--- src/rtl/two_hot_dec_pkg.sv ---
package two_hot_dec_pkg;
  typedef enum logic [1:0] {CLS_NOP = 2'd0, CLS_OP = 2'd1, CLS_BAD = 2'd2} op_cls_e;

  function automatic int num_pairs(input int w);
    return w * (w - 1) / 2;
  endfunction

  // lexicographic index of pair (i,j), i<j
  function automatic int pair_index(input int i, input int j, input int w);
    return i * (2 * w - i - 1) / 2 + (j - i - 1);
  endfunction
endpackage

--- src/rtl/two_hot_weight_cls.sv ---
module two_hot_weight_cls
  import two_hot_dec_pkg::*;
#(
  parameter int FIELD_W = 8,
  localparam int CNT_W = $clog2(FIELD_W + 1)
) (
  input  logic [FIELD_W-1:0] field_i,
  output op_cls_e            cls_o
);
  logic [CNT_W-1:0] weight;

  always_comb begin
    weight = '0;
    for (int b = 0; b < FIELD_W; b++) weight = weight + CNT_W'(field_i[b]);
  end

  always_comb begin
    if (weight < CNT_W'(2))       cls_o = CLS_NOP;
    else if (weight == CNT_W'(2)) cls_o = CLS_OP;
    else                          cls_o = CLS_BAD;
  end
endmodule

--- src/rtl/two_hot_pair_matrix.sv ---
module two_hot_pair_matrix
  import two_hot_dec_pkg::*;
#(
  parameter int FIELD_W = 8,
  localparam int NUM_OPS = FIELD_W * (FIELD_W - 1) / 2
) (
  input  logic [FIELD_W-1:0] field_i,
  input  logic               legal_i,
  output logic [NUM_OPS-1:0] hot_o
);
  for (genvar i = 0; i < FIELD_W - 1; i++) begin : g_lo
    for (genvar j = i + 1; j < FIELD_W; j++) begin : g_hi
      localparam int K = pair_index(i, j, FIELD_W);
      assign hot_o[K] = legal_i & field_i[i] & field_i[j];
    end
  end
endmodule

--- src/rtl/two_hot_idx_enc.sv ---
module two_hot_idx_enc #(
  parameter int NUM_OPS = 28,
  localparam int IDX_W = $clog2(NUM_OPS)
) (
  input  logic [NUM_OPS-1:0] hot_i,
  output logic [IDX_W-1:0]   idx_o
);
  // OR-encode; input is one-hot or zero
  always_comb begin
    idx_o = '0;
    for (int k = 0; k < NUM_OPS; k++)
      if (hot_i[k]) idx_o = idx_o | IDX_W'(k);
  end
endmodule

--- src/rtl/two_hot_op_decoder.sv ---
module two_hot_op_decoder
  import two_hot_dec_pkg::*;
#(
  parameter int FIELD_W = 8,
  localparam int NUM_OPS = FIELD_W * (FIELD_W - 1) / 2,
  localparam int IDX_W = $clog2(NUM_OPS)
) (
  input  logic               clk_i,
  input  logic               rst_ni,
  input  logic               in_valid_i,
  input  logic [FIELD_W-1:0] field_i,
  output logic               out_valid_o,
  output logic [NUM_OPS-1:0] op_onehot_o,
  output logic [IDX_W-1:0]   op_idx_o,
  output logic               is_nop_o,
  output logic               is_illegal_o
);
  op_cls_e            cls;
  logic [NUM_OPS-1:0] hot;
  logic [IDX_W-1:0]   idx;

  two_hot_weight_cls #(.FIELD_W(FIELD_W)) u_cls (
    .field_i(field_i),
    .cls_o  (cls)
  );

  two_hot_pair_matrix #(.FIELD_W(FIELD_W)) u_matrix (
    .field_i(field_i),
    .legal_i(cls == CLS_OP),
    .hot_o  (hot)
  );

  two_hot_idx_enc #(.NUM_OPS(NUM_OPS)) u_enc (
    .hot_i(hot),
    .idx_o(idx)
  );

  always_ff @(posedge clk_i or negedge rst_ni) begin
    if (!rst_ni) begin
      out_valid_o  <= 1'b0;
      op_onehot_o  <= '0;
      op_idx_o     <= '0;
      is_nop_o     <= 1'b0;
      is_illegal_o <= 1'b0;
    end else begin
      out_valid_o  <= in_valid_i;
      op_onehot_o  <= in_valid_i ? hot : '0;
      op_idx_o     <= in_valid_i ? idx : '0;
      is_nop_o     <= in_valid_i && (cls == CLS_NOP);
      is_illegal_o <= in_valid_i && (cls == CLS_BAD);
    end
  end
endmodule

--- config.mk ---
export PLATFORM = sky130hd
export DESIGN_NAME = two_hot_op_decoder
export DESIGN_NICKNAME = d
export VERILOG_FILES = /design/src/rtl/two_hot_dec_pkg.sv /design/src/rtl/two_hot_weight_cls.sv /design/src/rtl/two_hot_pair_matrix.sv /design/src/rtl/two_hot_idx_enc.sv /design/src/rtl/two_hot_op_decoder.sv
export SDC_FILE = /design/constraint.sdc
export NUM_CORES = 1
export LEC_CHECK = 0
export ABC_CLOCK_PERIOD_IN_PS = 800
export BUFFER_PORTS_ARGS = -buffer_cell sky130_fd_sc_hd__buf_4
export CORE_MARGIN = 5
export CORE_UTILIZATION = 51
export CTS_BUF_LIST = sky130_fd_sc_hd__clkbuf_16
export DETAILED_ROUTE_END_ITERATION = 6
export GPL_ROUTABILITY_DRIVEN = 0
export PLACE_DENSITY_LB_ADDON = 0.15
export SYNTH_ARGS = -nofsm -noshare
export SYNTH_HDL_FRONTEND = slang
export SYNTH_SLANG_ARGS = --single-unit
export TNS_END_PERCENT = 10
--- constraint.sdc ---
create_clock -name clk_i -period 0.8 [get_ports clk_i]
set_input_delay 0.08 -clock clk_i [delete_from_list [all_inputs] [get_ports clk_i]]
set_output_delay 0.08 -clock clk_i [all_outputs]
set_load 0.01 [all_outputs]
==> flow_summary.json <==
{
  "rows": 21,
  "ios": 47,
  "drtAntennaViolNets": 0,
  "synth_area_um2": 1707,
  "synthesis.nets": 163,
  "period_share": 3.568,
  "final_nets": 232,
  "crit_path_cell_trace": "buf_6, ha_4, inv_2, fa_1, fa_1, fa_2, fa_2, nand3b_1, buf_4, buf_12, nor4_4",
  "slew_headroom": 0.7192,
  "clock_sinks": 36,
  "setup-violations-final": 71,
  "portBuffers": 46,
  "drt-initial-drc-count": 90,
  "synth_edf_count": 0,
  "die_w_um": 67.85,
  "pre_cts_ws_ns": -2.429,
  "hold_depth": 2,
  "hold_violations": 0,
  "synthTopCellsByCount": "dfrtp_1, nand2_1, nor3_1",
  "wl_per_cell_um": 17.17,
  "grt_max_degree": 37,
  "grt_pass1_vias": 1498,
  "worstMarginPinSlew_ns": 0.4212,
  "design_area_um2": 2746,
  "slew_violations": 0,
  "hold_start": "in_valid_i",
  "synthTopCellsByArea": "dfrtp_1, nor4_2, fa_1",
  "dr.pass1.iters": 4,
  "hpwl_um": 2820,
  "vdd_drop_max_mv": 1.507,
  "synth_area_leader_cell": "dfrtp_1",
  "fill_cells": 159,
  "cts-root-buf": "clkbuf_16",
  "cp.required_ns": 0.98,
  "yosysUniqueCellTypes": 36,
  "yosysSeqAreaShare": 0.5279,
  "violations": "negative setup slack",
  "max-cap-violations": 0,
  "drcViolationCount": 0,
  "vias": 1419,
  "track_usage": 0.2191,
  "antenna_cells": 0,
  "clk_pin_slew_worst_paths_ns": 0.05,
  "fp.coreArea_um2": 3284,
  "synth_warnings": 0,
  "setup_slack_ns": -2.055,
  "p_leak_nw": 1.252,
  "die-area_um2": 4603,
  "cts_tree": "yes",
  "drive_gt1_frac": 0.5535,
  "wl_um": 4481,
  "min_to": "out_valid_o$_DFF_PN0_",
  "hold_class": "input pin to register",
  "rsz0062_at_grt": "yes",
  "overflow": 0,
  "cts.path.max_buffers": 2,
  "crit_arrival_ns": 3.04,
  "place_area_um2": 2266,
  "cts-buffers-inserted": 5,
  "critPathMaxFanout": 8,
  "grt_pass1_wl_um": 7258,
  "max_freq_mhz": 350.3,
  "p_per_area_nw_per_um2": 2097,
  "startpoint_type": "input pin",
  "avgSynthCellArea_um2": 11.77,
  "cts_htree_levels": 2,
  "ys_seq_elements": 36,
  "cp_slowest_cell": "fa_1",
  "synth_ff_type": "dfrtp_1",
  "ys_async_sr_fraction": 1.000,
  "yosysMostFrequentCell": "dfrtp_1",
  "netlist_instances": 145,
  "die_h_um": 67.85,
  "antenna_found_initial": 0,
  "synth_top_area_frac": 0.5279,
  "fin_hold_ws_ns": 0.02673,
  "initial_utilization": 0.5196,
  "worstSetupPathType": "input pin to register",
  "area_growth_pct": 60.92,
  "fin_crit_ns": 2.855,
  "routed_via_density": 5.437,
  "total_power_mw": 5.759,
  "critPathCaptureType": "register",
  "max_stage_delay_ns": 0.49,
  "outcome": "complete, but fails checks"
}
how the worst max path moves through the flow:
stage / endpoint / from / slack (ns) / cells past startpoint
after global placement: op_idx_o[4]$_DFF_PN0_ / field_i[1] / -2.40 / 10
final: op_onehot_o[13]$_DFF_PN0_ / field_i[1] / -2.05 / 11
after detailed placement: op_idx_o[4]$_DFF_PN0_ / field_i[1] / -2.43 / 10
after CTS: op_onehot_o[13]$_DFF_PN0_ / field_i[1] / -2.00 / 11
after global routing: op_onehot_o[13]$_DFF_PN0_ / field_i[1] / -2.12 / 11
after floorplan: op_onehot_o[10]$_DFF_PN0_ / field_i[1] / -2.01 / 9
layer usage:
metal / GRT usage / vias to the layer above / share of wire
li1: - / 652 / -
met1: 0.2625 / 703 / 0.41
met2: 0.3706 / 52 / 0.51
met3: 0.05090 / 12 / 0.052
met4: 0.1067 / 0 / 0.027
met5: 0 / - / 0
worst max-delay path, delay by kind of cell:
family,cells,cell delay (ns)
AND/OR/NAND/NOR,2,0.50
buffers and inverters,4,0.48
adder cells (fa/ha/maj),5,1.98
cells in the final DEF (no fill, tap or decap), types with 2 or more instances in the layout:
cell type  count
o21a_1         2
inv_1          6
nor3_1         5
nor2_1         4
nor4_1         2
nor3_2         8
nor4_4         5
ha_1           2
nand2_1       14
inv_2          6
buf_6         39
o21ai_0        7
o31ai_1        2
dfrtp_1       36
fa_1           2
nor4_2         9
clkbuf_16      5
buf_4         30
buf_12         4
a211oi_2       2
fa_2           2
a311oi_2       2
metrics by stage:
| step | util | cells | TNS (ns) |
|---|---|---|---|
| 6_report | 0.8362 | 261 | -69.71 |
| 5_1_grt | 0.8362 | 261 | -73.12 |
| 4_1_cts | 0.8324 | 261 | -69.11 |
| 3_5_place_dp | 0.6899 | 250 | -80.44 |
| 3_3_place_gp | 0.6899 | 250 | -75.57 |
| 2_1_floorplan | - | 145 | -69.51 |
what timing repair did:
item	CTS	global route
setup buffers	1	0
hold buffers	1	0
cloned	1	0
resized for setup	62	2
setup endpoints to repair	71	71
pin swaps	8	2
endpoints found under the hold margin	36	0
power breakdown:
| group | internal [mW] | switching, mW | total, mW |
|---|---|---|---|
| clock | 1.12 | 0.660 | 1.78 |
| sequential | 1.94 | 0.0561 | 1.99 |
| combinational | 0.951 | 1.04 | 1.99 |
final cells by class:
type | count | area [µm²] | share of cell area
Multi-Input combinational cell | 86 | 827.0 | 0.3011
Tap cell | 46 | 57.56 | 0.02096
Clock buffer | 5 | 125.1 | 0.04556
Inverter | 10 | 37.54 | 0.01367
Timing Repair Buffer | 75 | 787.0 | 0.2866
Sequential cell | 36 | 900.9 | 0.3280
Clock inverter | 3 | 11.26 | 0.004100
kinds of logic (layout without fill, tap and decap cells):
| group | Yosys count | in the layout | synth area share |
|---|---|---|---|
| simple gates | 55 | 55 | 0.2119 |
| compound gates | 24 | 24 | 0.1129 |
| fa+ha+maj | 7 | 7 | 0.06892 |
| buf+inv | 23 | 93 | 0.07843 |
| flops | 36 | 36 | 0.5279 |
sequential cells by signal, indices dropped and copies added, names as in the netlist:
| register | count |
|---|---|
| is_illegal_o | 1 |
| op_idx_o | 5 |
| op_onehot_o | 28 |
| out_valid_o | 1 |
| is_nop_o | 1 |
(Power assumes the default switching activity.)
